## src/rtl/xfc_pkg.sv

```systemverilog
package xfc_pkg;
    typedef enum logic [1:0] {
        FL_NORMAL    = 2'b00,
        FL_HALT_PEND = 2'b01,
        FL_RESUMED   = 2'b10,
        FL_HALTED    = 2'b11
    } flow_st_e;

    typedef enum logic [1:0] {
        CH_DATA      = 2'b00,
        CH_WAIT      = 2'b01,
        CH_XOFF_PEND = 2'b10,
        CH_XON_PEND  = 2'b11
    } chr_st_e;

    localparam logic [1:0] AUTO_NONE = 2'b00;
    localparam logic [1:0] AUTO_XON  = 2'b01;
    localparam logic [1:0] AUTO_XOFF = 2'b10;
endpackage

```

## src/rtl/xfc_rx_match.sv

```systemverilog
module xfc_rx_match #(
    parameter int W = 8
) (
    input  logic         clk,
    input  logic         rst_n,
    input  logic         flow_en,
    input  logic         stat_rd,
    input  logic [W-1:0] xon_char,
    input  logic [W-1:0] xoff_char,
    input  logic         rx_valid,
    input  logic [W-1:0] rx_data,
    output logic         rx_out_valid,
    output logic [W-1:0] rx_out_data,
    output logic         hit_xon,
    output logic         hit_xoff,
    output logic [1:0]   rx_field
);
    logic is_xon, is_xoff;
    logic [1:0] field_q;

    assign is_xon  = rx_valid && (rx_data == xon_char);
    assign is_xoff = rx_valid && (rx_data == xoff_char);

    // Flow characters are consumed only while flow control is active
    assign hit_xon      = is_xon  && flow_en;
    assign hit_xoff     = is_xoff && flow_en;
    assign rx_out_valid = rx_valid && !(hit_xon || hit_xoff);
    assign rx_out_data  = rx_data;

    // Sticky detector: read clears first, a same-cycle detection is ORed back in
    always_ff @(posedge clk or negedge rst_n) begin
        if (!rst_n)
            field_q <= 2'b00;
        else
            field_q <= (stat_rd ? 2'b00 : field_q) | {is_xon, is_xoff};
    end

    assign rx_field = field_q;
endmodule

```

## src/rtl/xfc_flow_fsm.sv

```systemverilog
module xfc_flow_fsm
    import xfc_pkg::*;
(
    input  logic     clk,
    input  logic     rst_n,
    input  logic     flow_en,
    input  logic     hit_xon,
    input  logic     hit_xoff,
    input  logic     sh_ready,
    input  logic     stat_rd,
    output flow_st_e flow_st,
    output logic     tx_allow
);
    flow_st_e st_q, st_d;

    always_ff @(posedge clk or negedge rst_n) begin
        if (!rst_n)
            st_q <= FL_NORMAL;
        else
            st_q <= st_d;
    end

    always_comb begin
        st_d = st_q;
        unique case (st_q)
            FL_NORMAL: begin
                if (hit_xoff)
                    st_d = sh_ready ? FL_HALTED : FL_HALT_PEND;
            end
            FL_HALT_PEND: begin
                if (hit_xon && !hit_xoff)
                    st_d = FL_NORMAL;
                else if (sh_ready)
                    st_d = FL_HALTED;
            end
            FL_HALTED: begin
                if (hit_xon && !hit_xoff)
                    st_d = FL_RESUMED;
            end
            FL_RESUMED: begin
                if (hit_xoff)
                    st_d = sh_ready ? FL_HALTED : FL_HALT_PEND;
                else if (stat_rd)
                    st_d = FL_NORMAL;
            end
        endcase
        if (!flow_en)
            st_d = FL_NORMAL;
    end

    assign flow_st  = st_q;
    assign tx_allow = ((st_q == FL_NORMAL) || (st_q == FL_RESUMED)) && !hit_xoff;
endmodule

```

## src/rtl/xfc_inject.sv

```systemverilog
module xfc_inject
    import xfc_pkg::*;
#(
    parameter int W = 8
) (
    input  logic         clk,
    input  logic         rst_n,
    input  logic         auto_en,
    input  logic         req_xon,
    input  logic         req_xoff,
    input  logic         sh_ready,
    input  logic         bit_tick,
    input  logic         fifo_empty,
    input  logic [W-1:0] fifo_data,
    input  logic         tx_allow,
    input  logic [W-1:0] xon_char,
    input  logic [W-1:0] xoff_char,
    output logic         sh_load,
    output logic [W-1:0] sh_data,
    output logic         fifo_pop,
    output chr_st_e      chr_st,
    output logic [1:0]   auto_field
);
    chr_st_e    st_q, st_d;
    logic [1:0] auto_q;
    logic       pending, load_flow, load_data;

    assign pending   = (st_q == CH_XOFF_PEND) || (st_q == CH_XON_PEND);
    assign load_flow = pending && auto_en && sh_ready;
    assign load_data = (st_q == CH_DATA) && sh_ready && tx_allow && !fifo_empty;

    always_ff @(posedge clk or negedge rst_n) begin
        if (!rst_n) begin
            st_q   <= CH_DATA;
            auto_q <= AUTO_NONE;
        end else begin
            st_q <= st_d;
            if (!auto_en)
                auto_q <= AUTO_NONE;
            else if (load_flow)
                auto_q <= (st_q == CH_XON_PEND) ? AUTO_XON : AUTO_XOFF;
        end
    end

    always_comb begin
        st_d = st_q;
        unique case (st_q)
            CH_DATA: st_d = CH_DATA;
            CH_WAIT: begin
                if (bit_tick && !fifo_empty)
                    st_d = CH_DATA;
            end
            CH_XOFF_PEND, CH_XON_PEND: begin
                if (load_flow)
                    st_d = CH_WAIT;
                else if (!auto_en)
                    st_d = CH_DATA;
            end
        endcase
        if (auto_en && req_xoff)
            st_d = CH_XOFF_PEND;
        else if (auto_en && req_xon)
            st_d = CH_XON_PEND;
    end

    assign sh_load    = load_flow || load_data;
    assign fifo_pop   = load_data;
    assign sh_data    = !load_flow ? fifo_data :
                        (st_q == CH_XON_PEND) ? xon_char : xoff_char;
    assign chr_st     = st_q;
    assign auto_field = auto_en ? auto_q : AUTO_NONE;
endmodule

```

## src/rtl/xonxoff_flow.sv

```systemverilog
module xonxoff_flow
    import xfc_pkg::*;
#(
    parameter int W = 8
) (
    input  logic         clk,
    input  logic         rst_n,
    input  logic         flow_en,
    input  logic         auto_en,
    input  logic [W-1:0] xon_char,
    input  logic [W-1:0] xoff_char,
    input  logic         rx_valid,
    input  logic [W-1:0] rx_data,
    output logic         rx_out_valid,
    output logic [W-1:0] rx_out_data,
    input  logic         req_xon,
    input  logic         req_xoff,
    input  logic         fifo_empty,
    input  logic [W-1:0] fifo_data,
    output logic         fifo_pop,
    input  logic         sh_ready,
    input  logic         bit_tick,
    output logic         sh_load,
    output logic [W-1:0] sh_data,
    input  logic         stat_rd,
    output logic [7:0]   status
);
    logic       hit_xon, hit_xoff, tx_allow;
    logic [1:0] rx_field, auto_field;
    flow_st_e   flow_st;
    chr_st_e    chr_st;

    xfc_rx_match #(.W(W)) u_rx (
        .clk(clk), .rst_n(rst_n), .flow_en(flow_en), .stat_rd(stat_rd),
        .xon_char(xon_char), .xoff_char(xoff_char),
        .rx_valid(rx_valid), .rx_data(rx_data),
        .rx_out_valid(rx_out_valid), .rx_out_data(rx_out_data),
        .hit_xon(hit_xon), .hit_xoff(hit_xoff), .rx_field(rx_field)
    );

    xfc_flow_fsm u_flow (
        .clk(clk), .rst_n(rst_n), .flow_en(flow_en),
        .hit_xon(hit_xon), .hit_xoff(hit_xoff), .sh_ready(sh_ready),
        .stat_rd(stat_rd), .flow_st(flow_st), .tx_allow(tx_allow)
    );

    xfc_inject #(.W(W)) u_inj (
        .clk(clk), .rst_n(rst_n), .auto_en(auto_en),
        .req_xon(req_xon), .req_xoff(req_xoff), .sh_ready(sh_ready),
        .bit_tick(bit_tick), .fifo_empty(fifo_empty), .fifo_data(fifo_data),
        .tx_allow(tx_allow), .xon_char(xon_char), .xoff_char(xoff_char),
        .sh_load(sh_load), .sh_data(sh_data), .fifo_pop(fifo_pop),
        .chr_st(chr_st), .auto_field(auto_field)
    );

    assign status = {rx_field, auto_field, flow_st, chr_st};
endmodule

```

## config.mk

```make
export PLATFORM = sky130hd
export DESIGN_NAME = xonxoff_flow
export DESIGN_NICKNAME = d
export VERILOG_FILES = /design/src/rtl/xfc_pkg.sv /design/src/rtl/xfc_rx_match.sv /design/src/rtl/xfc_flow_fsm.sv /design/src/rtl/xfc_inject.sv /design/src/rtl/xonxoff_flow.sv
export SDC_FILE = /design/constraint.sdc
export NUM_CORES = 1
export LEC_CHECK = 0
export BUFFER_PORTS_ARGS = -buffer_cell sky130_fd_sc_hd__clkbuf_2
export CORE_AREA = 2 2 51 53
export DETAILED_ROUTE_END_ITERATION = 10
export DIE_AREA = 0 0 53 55
export GPL_ROUTABILITY_DRIVEN = 1
export PLACE_DENSITY = 0.79
export SYNTH_ARGS = -nofsm -noshare
export SYNTH_HDL_FRONTEND = slang
export SYNTH_SLANG_ARGS = --single-unit
```

## constraint.sdc

```tcl
create_clock -name clk -period 1.45 [get_ports clk]
set_input_delay 0.29 -clock clk [delete_from_list [all_inputs] [get_ports clk]]
set_output_delay 0.29 -clock clk [all_outputs]
set_load 0.01 [all_outputs]
```

==> impl_metrics.env, run 1 <==
export IMPL_initial_core_util_pct=35.9
export IMPL_multi_input_area_um2=681
export IMPL_insertion_delay_ps=250
export IMPL_crit_arrival_ps=1310
export IMPL_hp_class="in2reg"
export IMPL_worstPathMaxFanout=2
export IMPL_cts_made_buffers=3
export IMPL_rr_startpoint="u_inj.chr_st[1]"
export IMPL_powerDensity_nw_per_um2=526
export IMPL_drt_iter0_drc=19
export IMPL_syn_area_per_cell_um2=8.01
export IMPL_rsz0062_at_grt="yes"
export IMPL_path_clk_slew_ps=50
export IMPL_violations="negative setup slack"
export IMPL_synth_seq_area_share_pct=23.6
export IMPL_finalCriticalPeriod_ps=1600
export IMPL_synthesis_area_um2=850
export IMPL_critPathCaptureType="output pin"
export IMPL_reg2reg_depth=5
export IMPL_die_area_um2=2920
export IMPL_critPathLaunch="xon_char[3]"
export IMPL_cts_root_buffer="clkbuf_4"
export IMPL_path_class="in2out"
export IMPL_ys_ff_latch=8
export IMPL_drcViolationCount=0
export IMPL_worst_pin_slew_ps=209
export IMPL_antenna_found_initial=0
export IMPL_postRouteAntennaNets=0
export IMPL_clockBufferDepth=2
export IMPL_synthesis_nets=149
export IMPL_vdd_drop_max_v=0.000398
export IMPL_drive_above_1_share_pct=60.7
export IMPL_cts_tree="built"
export IMPL_cts_max_level=1
export IMPL_grt_total_usage_pct=16.6
export IMPL_setup_viol=11
export IMPL_final_cell_mix="clkbuf_2 (55), buf_4 (16), nand2_1 (13)"
export IMPL_clock_fmax_mhz=624
export IMPL_synth_warnings=0
export IMPL_final_util_pct=63.8
export IMPL_p_leak_nw=0.830
export IMPL_rows=18
export IMPL_grt_pass1_vias=860
export IMPL_firstDrtPassIters=6
export IMPL_slew_viol_final=0
export IMPL_finalNetCount=228
export IMPL_holdPathEnd="u_rx.rx_field[1]"
export IMPL_power_total_mw=0.794
export IMPL_grt_max_degree=17
export IMPL_overflow=0
export IMPL_final_common_cell="clkbuf_2"
export IMPL_die_height_um=55
export IMPL_fp_dieW_um=53
export IMPL_maxCapViolCount=0
export IMPL_n_antenna_cell=0
export IMPL_hold_viol_final=0
export IMPL_skew_ps=4.29
export IMPL_seqCellArea_um2=203
export IMPL_synth_cell_types=27
export IMPL_gp_congestion=0.816
export IMPL_status="finished, violations left"
export IMPL_cts_sinks=8
export IMPL_required_ps=1160
export IMPL_setup_ws_ps=-152
export IMPL_area_delta_synth_final_pct=77.6
export IMPL_finalCritPeriodShare_pct=110
export IMPL_avgViaCountPerCell=4.79
export IMPL_port_buffers=69
export IMPL_whs_path_depth=2
export IMPL_routed_wl_um=2580
export IMPL_min_from="stat_rd"
export IMPL_core_area_um2=2360
export IMPL_wl_per_cell_um=12.1
export IMPL_reg2reg_to="u_inj.chr_st[0]"
export IMPL_reg2reg_slack_ps=290
export IMPL_hpwl_um=2000
export IMPL_grt_pass1_wl_um=3540
export IMPL_num_vias=1020
export IMPL_startpoint_type="primary input"
export IMPL_relSlewSlack_pct=86.1
export IMPL_boundaryPins=70
export IMPL_synthCells=106
export IMPL_fill_cells=203
[where the power goes]
part	leakage, nW	internal, mW	switching (mW)
Sequential	0.106	0.233	0.0134
Combinational	0.711	0.208	0.173
Clock	0.0138	0.0945	0.0720
[sequential cells by signal (all words and copies together) (netlist names)]
| signal | count |
|---|---|
| u_inj.auto_q | 2 |
| u_inj.chr_st | 2 |
| u_flow.flow_st | 2 |
| u_rx.rx_field | 2 |
[synth_stat cells]
| cell | n | share of area [%] |
|---|---|---|
| buf_4 | 8 | 7.1 |
| or3_4 | 1 | 1.3 |
| nor2_1 | 3 | 1.3 |
| clkbuf_1 | 1 | 0.44 |
| a31o_1 | 1 | 1.0 |
| o31a_1 | 1 | 1.0 |
| nor2b_1 | 3 | 2.2 |
| inv_1 | 3 | 1.3 |
| a21o_1 | 1 | 0.88 |
| nand3_1 | 5 | 2.9 |
| nor3_4 | 1 | 1.9 |
| a22oi_1 | 1 | 0.88 |
| mux2i_1 | 9 | 11 |
| nand2_1 | 16 | 7.1 |
| nand4_1 | 2 | 1.5 |
| a21oi_1 | 2 | 1.2 |
| a21oi_2 | 2 | 2.1 |
| nand2b_1 | 2 | 1.5 |
| buf_2 | 3 | 1.8 |
| o22ai_2 | 1 | 1.5 |
| a21boi_1 | 1 | 0.88 |
| o21ai_1 | 4 | 2.4 |
| dfrtp_1 | 8 | 24 |
| xnor2_1 | 16 | 16 |
| and2_1 | 3 | 2.2 |
| o21ai_0 | 7 | 4.1 |
| a21boi_0 | 1 | 0.88 |
[critical path: stages]
cell and delay [ps]:
clkbuf_2 110, xnor2_1 190, nand4_1 120, or3_4 340
nand2b_1 80, a21boi_1 60, clkbuf_2 120
[metal layers]
| metal | global-route usage (%) | routed length [µm] | up-vias |
|---|---|---|---|
| li1 | - | - | 510 |
| met2 | 29.6 | 1240 | 58 |
| met4 | 5.13 | 19 | 0 |
| met1 | 20.6 | 1100 | 450 |
| met3 | 2.42 | 214 | 2 |
| met5 | 0 | 0 | - |
[repair_timing]
item / 4_1_cts / 5_1_grt
gates resized for setup: 10 / 38
endpoints found under the hold margin: 8 / 0
pin swaps: 9 / 18
endpoints found under the setup margin: 11 / 12
hold buffers: 1 / 0
buffers inserted: 1 / 0
[kinds of logic (layout without fill, tap and decap cells)]
logic type	Yosys count	after routing	share of synthesized area [%]
AO/OA/AOI/OAI	22	22	16.8
buffers and inverters	15	92	10.6
AND/OR/NAND/NOR	36	36	21.9
XOR/XNOR	16	16	16.5
flip-flops	8	8	23.6
multiplexers	9	9	10.6
[through the flow]
step	setup WS, ps	cell area (µm²)	hold WS, ps	TNS, ps	std cells
after floorplan	-7.31	853	-5.59	-14.6	106
after global placement	-204	1280	143	-753	208
after detailed placement	-207	1280	146	-784	208
after CTS	-196	1390	239	-1390	213
after global routing	-223	1510	238	-1940	213
final	-152	1510	243	-1140	213
[worst max-delay path by stage]
stage	slack, ps	cells after the start	to
2_1_floorplan	-7	4	sh_data[0]
3_3_place_gp	-200	7	rx_out_valid
3_5_place_dp	-210	7	sh_load
4_1_cts	-200	7	sh_load
5_1_grt	-220	7	rx_out_valid
6_report	-150	7	rx_out_valid
[final cells by class]
| cell class | count | area share, % |
|---|---|---|
| Tap cell | 30 | 2.49 |
| Inverter | 3 | 0.746 |
| Sequential cell | 8 | 13.4 |
| Multi-Input combinational cell | 83 | 45.1 |
| Timing Repair Buffer | 86 | 36.7 |
| Clock buffer | 3 | 1.49 |
Power figures use the tool's default switching activity.
==> run 2: changes to the inputs <==
--- a/config.mk
+++ b/config.mk
@@ -11,6 +11,7 @@
 export DIE_AREA = 0 0 53 55
 export GPL_ROUTABILITY_DRIVEN = 1
 export PLACE_DENSITY = 0.79
+export RECOVER_POWER = 50
 export SYNTH_ARGS = -nofsm -noshare
 export SYNTH_HDL_FRONTEND = slang
 export SYNTH_SLANG_ARGS = --single-unit
==> run 2 against run 1 <==
Against the previous run: the flow still finishes with violations (negative setup slack); hold slack hardly changed; utilization shrank 0.053 points; wire length down 0.39%; critical endpoint unchanged; sequential cell count unchanged; maximum frequency about the same; die area stayed put; design area barely moved; clock power about the same.
==> impl_metrics.env, run 2 (same netlist as run 1, synthesis figures left out) <==
export IMPL_crit_top_cell="clkbuf_2"
export IMPL_worstPathMaxFanout=2
export IMPL_finalCriticalPeriod_ps=1600
export IMPL_final_cell_mix="clkbuf_2 (54), buf_4 (16), nand2_1 (13)"
export IMPL_antenna_found_initial=0
export IMPL_critPathCaptureType="output pin"
export IMPL_cts_root_buffer="clkbuf_4"
export IMPL_hp_class="in2reg"
export IMPL_die_height_um=55
export IMPL_grt_max_degree=17
export IMPL_skew_ps=4.29
export IMPL_grt_pass1_vias=860
export IMPL_insertion_delay_ps=250
export IMPL_cp_depth=7
export IMPL_path_class="in2out"
export IMPL_drt_iter0_drc=19
export IMPL_initial_core_util_pct=35.9
export IMPL_cts_made_buffers=3
export IMPL_vdd_drop_max_v=0.000397
export IMPL_final_common_cell="clkbuf_2"
export IMPL_rows=18
export IMPL_worst_pin_slew_ps=443
export IMPL_num_vias=1015
export IMPL_drcViolationCount=0
export IMPL_final_cells=213
export IMPL_finalNetCount=228
export IMPL_fp_dieW_um=53
export IMPL_cts_tree="built"
export IMPL_critPathTopFamily="simple AND/OR/NAND/NOR gates"
export IMPL_overflow=0
export IMPL_firstDrtPassIters=6
export IMPL_cts_sinks=8
export IMPL_cts_max_level=1
export IMPL_setup_ws_ps=-151
export IMPL_routed_wl_um=2570
export IMPL_hold_viol_final=0
export IMPL_p_leak_nw=0.827
export IMPL_rsz0062_at_grt="yes"
export IMPL_path_clk_slew_ps=50
export IMPL_critPathSlowestCell="or3_4"
export IMPL_avgViaCountPerCell=4.77
export IMPL_slew_viol_final=0
export IMPL_grt_pass1_wl_um=3540
export IMPL_boundaryPins=70
export IMPL_grt_total_usage_pct=16.6
export IMPL_status="finished, violations left"
export IMPL_whs_path_depth=2
export IMPL_fin_hold_ws_ps=243
export IMPL_reg2reg_depth=5
export IMPL_postRouteAntennaNets=0
export IMPL_n_antenna_cell=0
export IMPL_path_buf_inv=2
export IMPL_required_ps=1160
export IMPL_powerDensity_nw_per_um2=526
export IMPL_hpwl_um=2000
export IMPL_clock_fmax_mhz=624
export IMPL_setup_viol=11
export IMPL_violations="negative setup slack"
export IMPL_die_area_um2=2920
export IMPL_placedCellCount=208
export IMPL_clockBufferDepth=2
export IMPL_drive_above_1_share_pct=60.1
export IMPL_startpoint_type="primary input"
export IMPL_port_buffers=69
export IMPL_final_util_pct=63.8
export IMPL_crit_chain="clkbuf_2 -> xnor2_1 -> nand4_1 -> or3_4 -> nand2b_1 -> a21boi_1 -> clkbuf_2"
export IMPL_power_total_mw=0.793
export IMPL_design_area_um2=1510
export IMPL_crit_arrival_ps=1310
export IMPL_finalCritPeriodShare_pct=110
export IMPL_core_area_um2=2360
export IMPL_area_delta_synth_final_pct=77.5
export IMPL_slowest_delay_ps=340
export IMPL_gp_congestion=0.816
export IMPL_maxCapViolCount=0
export IMPL_relSlewSlack_pct=70.5
export IMPL_placed_cell_area_um2=1280
export IMPL_wl_per_cell_um=12.0
==> run 2: what timing repair did <==
action,4_1_cts,5_1_grt
buffers inserted,1,0
gates resized for setup,10,38
hold endpoints to repair,8,0
endpoints found under the setup margin,11,12
pin swaps,9,18
hold buffers,1,0
==> run 2: layer usage <==
metal	GRT usage (%)	part of all wire, %	up-vias
met5	0	0	-
met4	5.13	0.74	0
met3	2.42	8.2	2
met2	29.6	49	56
met1	20.6	42	447
li1	-	-	510
==> run 2: worst register-to-register path: stages (launching register included) <==
cell and delay [ps]:
dfrtp_2 460, buf_4 180, nand2_1 120, nand2b_1 70
a22oi_1 140, a21oi_1 80
==> run 2: power by group <==
part	internal, mW	leakage, nW	total [mW]	switching, mW
clock network	0.0945	0.0138	0.166	0.0719
registers	0.233	0.106	0.246	0.0134
logic	0.208	0.708	0.381	0.173
==> run 2: layout make-up <==
| class | instances | area, µm² |
|---|---|---|
| sequential | 8 | 203 |
| multi-input combinational | 83 | 681 |
| fill | 202 | 857 |
| tap | 30 | 37.5 |
| inverter | 3 | 11.3 |
| timing repair buffer | 86 | 553 |
| clock buffer | 3 | 22.5 |
==> run 2: through the flow <==
step,TNS (ps),setup slack [ps]
2_1_floorplan,-14.6,-7.31
3_3_place_gp,-753,-204
3_5_place_dp,-784,-207
4_1_cts,-1390,-196
5_1_grt,-1940,-223
6_report,-1140,-151
==> run 2: path summary, 6_finish.rpt <==
kind                             startpoint                end  slack [ps]
min in group asynchronous             rst_n  u_flow.flow_st[0]         490
max                             xon_char[3]       rx_out_valid        -150
min                                 stat_rd   u_rx.rx_field[1]         240
max reg2reg                 u_inj.chr_st[1]    u_inj.chr_st[0]         290
max in group asynchronous             rst_n    u_inj.chr_st[1]         630
min reg2reg                u_rx.rx_field[0]   u_rx.rx_field[0]         490
==> run 3: changes to the inputs <==
--- a/config.mk
+++ b/config.mk
@@ -10,7 +10,7 @@
 export DETAILED_ROUTE_END_ITERATION = 10
 export DIE_AREA = 0 0 53 55
 export GPL_ROUTABILITY_DRIVEN = 1
-export PLACE_DENSITY = 0.79
+export PLACE_DENSITY = 0.76
 export RECOVER_POWER = 50
 export SYNTH_ARGS = -nofsm -noshare
 export SYNTH_HDL_FRONTEND = slang
==> constraint.sdc (replaced) <==
create_clock -name clk -period 1.45 [get_ports clk]
set_input_delay 0.0725 -clock clk [delete_from_list [all_inputs] [get_ports clk]]
set_output_delay 0.0725 -clock clk [all_outputs]
set_load 0.01 [all_outputs]
==> run 3 against run 2 <==
Against the previous run: the run now ends clean; combinational power decreased by 19%; largest power group unchanged; highest routed layer unchanged; first-iteration DRC count fell by 21%; die area is the same.
==> impl_metrics.env, run 3 (same netlist as run 1, synthesis figures left out) <==
export IMPL_avgViaCountPerCell=4.85
export IMPL_num_vias=990
export IMPL_cts_made_buffers=3
export IMPL_powerDensity_nw_per_um2=576
export IMPL_p_leak_nw=0.680
export IMPL_power_internal_mw=0.483
export IMPL_gp_congestion=0.768
export IMPL_path_class="reg2out"
export IMPL_critPathSlowestCell="dfrtp_1"
export IMPL_clock_fmax_mhz=695
export IMPL_p_comb_share_pct=42.8
export IMPL_die_height_um=55
export IMPL_rows=18
export IMPL_clockPowerShare_pct=23.9
export IMPL_skew_ps=0.202
export IMPL_grt_max_degree=17
export IMPL_core_area_um2=2360
export IMPL_p_seq_share_pct=33.3
export IMPL_path_buf_inv=2
export IMPL_hpwl_um=1930
export IMPL_area_delta_synth_final_pct=47.0
export IMPL_final_common_cell="clkbuf_2"
export IMPL_crit_chain="buf_4 -> nor2_1 -> nand3_1 -> a21oi_2 -> a31o_1 -> clkbuf_2"
export IMPL_maxCapViolCount=0
export IMPL_cts_sinks=8
export IMPL_reg2reg_depth=5
export IMPL_finalNetCount=219
export IMPL_die_area_um2=2920
export IMPL_finalCritPeriodShare_pct=99.3
export IMPL_vdd_drop_max_v=0.000330
export IMPL_slew_viol_final=0
export IMPL_rr_startpoint="u_inj.chr_st[1]"
export IMPL_power_switching_mw=0.237
export IMPL_insertion_delay_ps=260
export IMPL_worstPathMaxFanout=2
export IMPL_port_buffers=69
export IMPL_hp_class="in2reg"
export IMPL_required_ps=1380
export IMPL_worst_pin_slew_ps=445
export IMPL_startpoint_type="flip-flop"
export IMPL_fill_cells=246
export IMPL_cts_root_buffer="clkbuf_4"
export IMPL_hold_viol_final=0
export IMPL_path_clk_slew_ps=50
export IMPL_firstDrtPassIters=4
export IMPL_boundaryPins=70
export IMPL_wl_per_cell_um=11.2
export IMPL_antenna_found_initial=0
export IMPL_crit_arrival_ps=1370
export IMPL_finalCriticalPeriod_ps=1440
export IMPL_reg2reg_slack_ps=340
export IMPL_fp_dieW_um=53
export IMPL_critPathTopFamily="flip-flops"
export IMPL_min_from="stat_rd"
export IMPL_swShare_pct=32.9
export IMPL_relSlewSlack_pct=70.4
export IMPL_setup_viol=0
export IMPL_clockBufferDepth=2
export IMPL_drcViolationCount=0
export IMPL_n_antenna_cell=0
export IMPL_grt_pass1_wl_um=3670
export IMPL_power_total_mw=0.719
export IMPL_rsz0062_at_grt="yes"
export IMPL_grt_total_usage_pct=17.3
export IMPL_reg2reg_to="u_inj.chr_st[0]"
export IMPL_placedCellCount=194
export IMPL_final_cell_mix="clkbuf_2 (58), xnor2_1 (16), nand2_1 (15)"
export IMPL_routed_wl_um=2290
export IMPL_final_cells=204
export IMPL_cts_tree="built"
export IMPL_holdPathEnd="u_rx.rx_field[1]"
export IMPL_grt_pass1_vias=909
export IMPL_initial_core_util_pct=35.9
export IMPL_drive_above_1_share_pct=43.7
export IMPL_slowest_delay_ps=400
export IMPL_whs_path_depth=2
export IMPL_postRouteAntennaNets=0
export IMPL_drt_iter0_drc=15
export IMPL_overflow=0
export IMPL_cts_max_level=1
export IMPL_critPathCaptureType="output pin"
export IMPL_status="finished clean"
run 3: worst max-delay path by stage:
stage          depth (start not counted)  slack (ps)             from         end
2_1_floorplan                          4         130  u_inj.chr_st[1]  sh_data[2]
5_1_grt                                6         -70  u_inj.chr_st[0]     sh_load
4_1_cts                                5           4  u_inj.chr_st[1]  sh_data[5]
3_3_place_gp                           3         100  u_inj.chr_st[1]  sh_data[5]
3_5_place_dp                           3          10  u_inj.chr_st[1]  sh_data[2]
6_report                               6          10  u_inj.chr_st[0]     sh_load
run 3: repair_timing:
item / CTS / global route
hold endpoints to repair: 8 / 1
setup endpoints to repair: 8 / 9
hold buffers: 1 / 1
gates resized for setup: 6 / 8
buffers inserted: 4 / 1
run 3: through the flow:
| stage | utilization [%] | cell area, µm² | worst slack, ps | TNS (ps) | hold slack (ps) |
|---|---|---|---|---|---|
| after global routing | 52.8 | 1250 | -72.6 | -442 | 29.5 |
| after CTS | 52.4 | 1240 | 4.40 | 0 | 2.82 |
| final | 52.8 | 1250 | 10.8 | 0 | 29.0 |
| after detailed placement | 49.1 | 1160 | 12.0 | 0 | -71.9 |
| after floorplan | - | 850 | 132 | 0 | -223 |
| after global placement | 49.1 | 1160 | 99.7 | 0 | -75.4 |
run 3: power groups by stage:
stage	clock, mW	combinational, mW	sequential (mW)
final	0.172	0.308	0.240
after global routing	0.194	0.342	0.241
after CTS	0.178	0.307	0.239
after detailed placement	0	0.278	0.246
after global placement	0	0.274	0.245
after floorplan	0	0.160	0.244
run 3: layer usage:
layer | up-vias | routed length [µm] | global-route usage [%] | share of wire (%)
met2 | 56 | 1110 | 32.5 | 48
li1 | 494 | - | - | -
met1 | 437 | 936 | 19.0 | 41
met5 | - | 0 | 0 | 0
met3 | 3 | 208 | 2.15 | 9.1
met4 | 0 | 35 | 8.97 | 1.5
run 3: area by class of cell:
| cell class | instances | area (µm²) | area share (%) |
|---|---|---|---|
| Sequential cell | 8 | 201 | 16.1 |
| Tap cell | 30 | 37.5 | 3.01 |
| Timing Repair Buffer | 77 | 407 | 32.6 |
| Multi-Input combinational cell | 83 | 569 | 45.6 |
| Clock buffer | 3 | 22.5 | 1.80 |
| Inverter | 3 | 11.3 | 0.902 |
run 3: worst reg2reg max path, stage by stage, from the launching register on:
cell	delay, ps
dfrtp_2	440
buf_4	150
nand2_1	120
nand2b_1	70
a22oi_1	150
a21oi_1	60
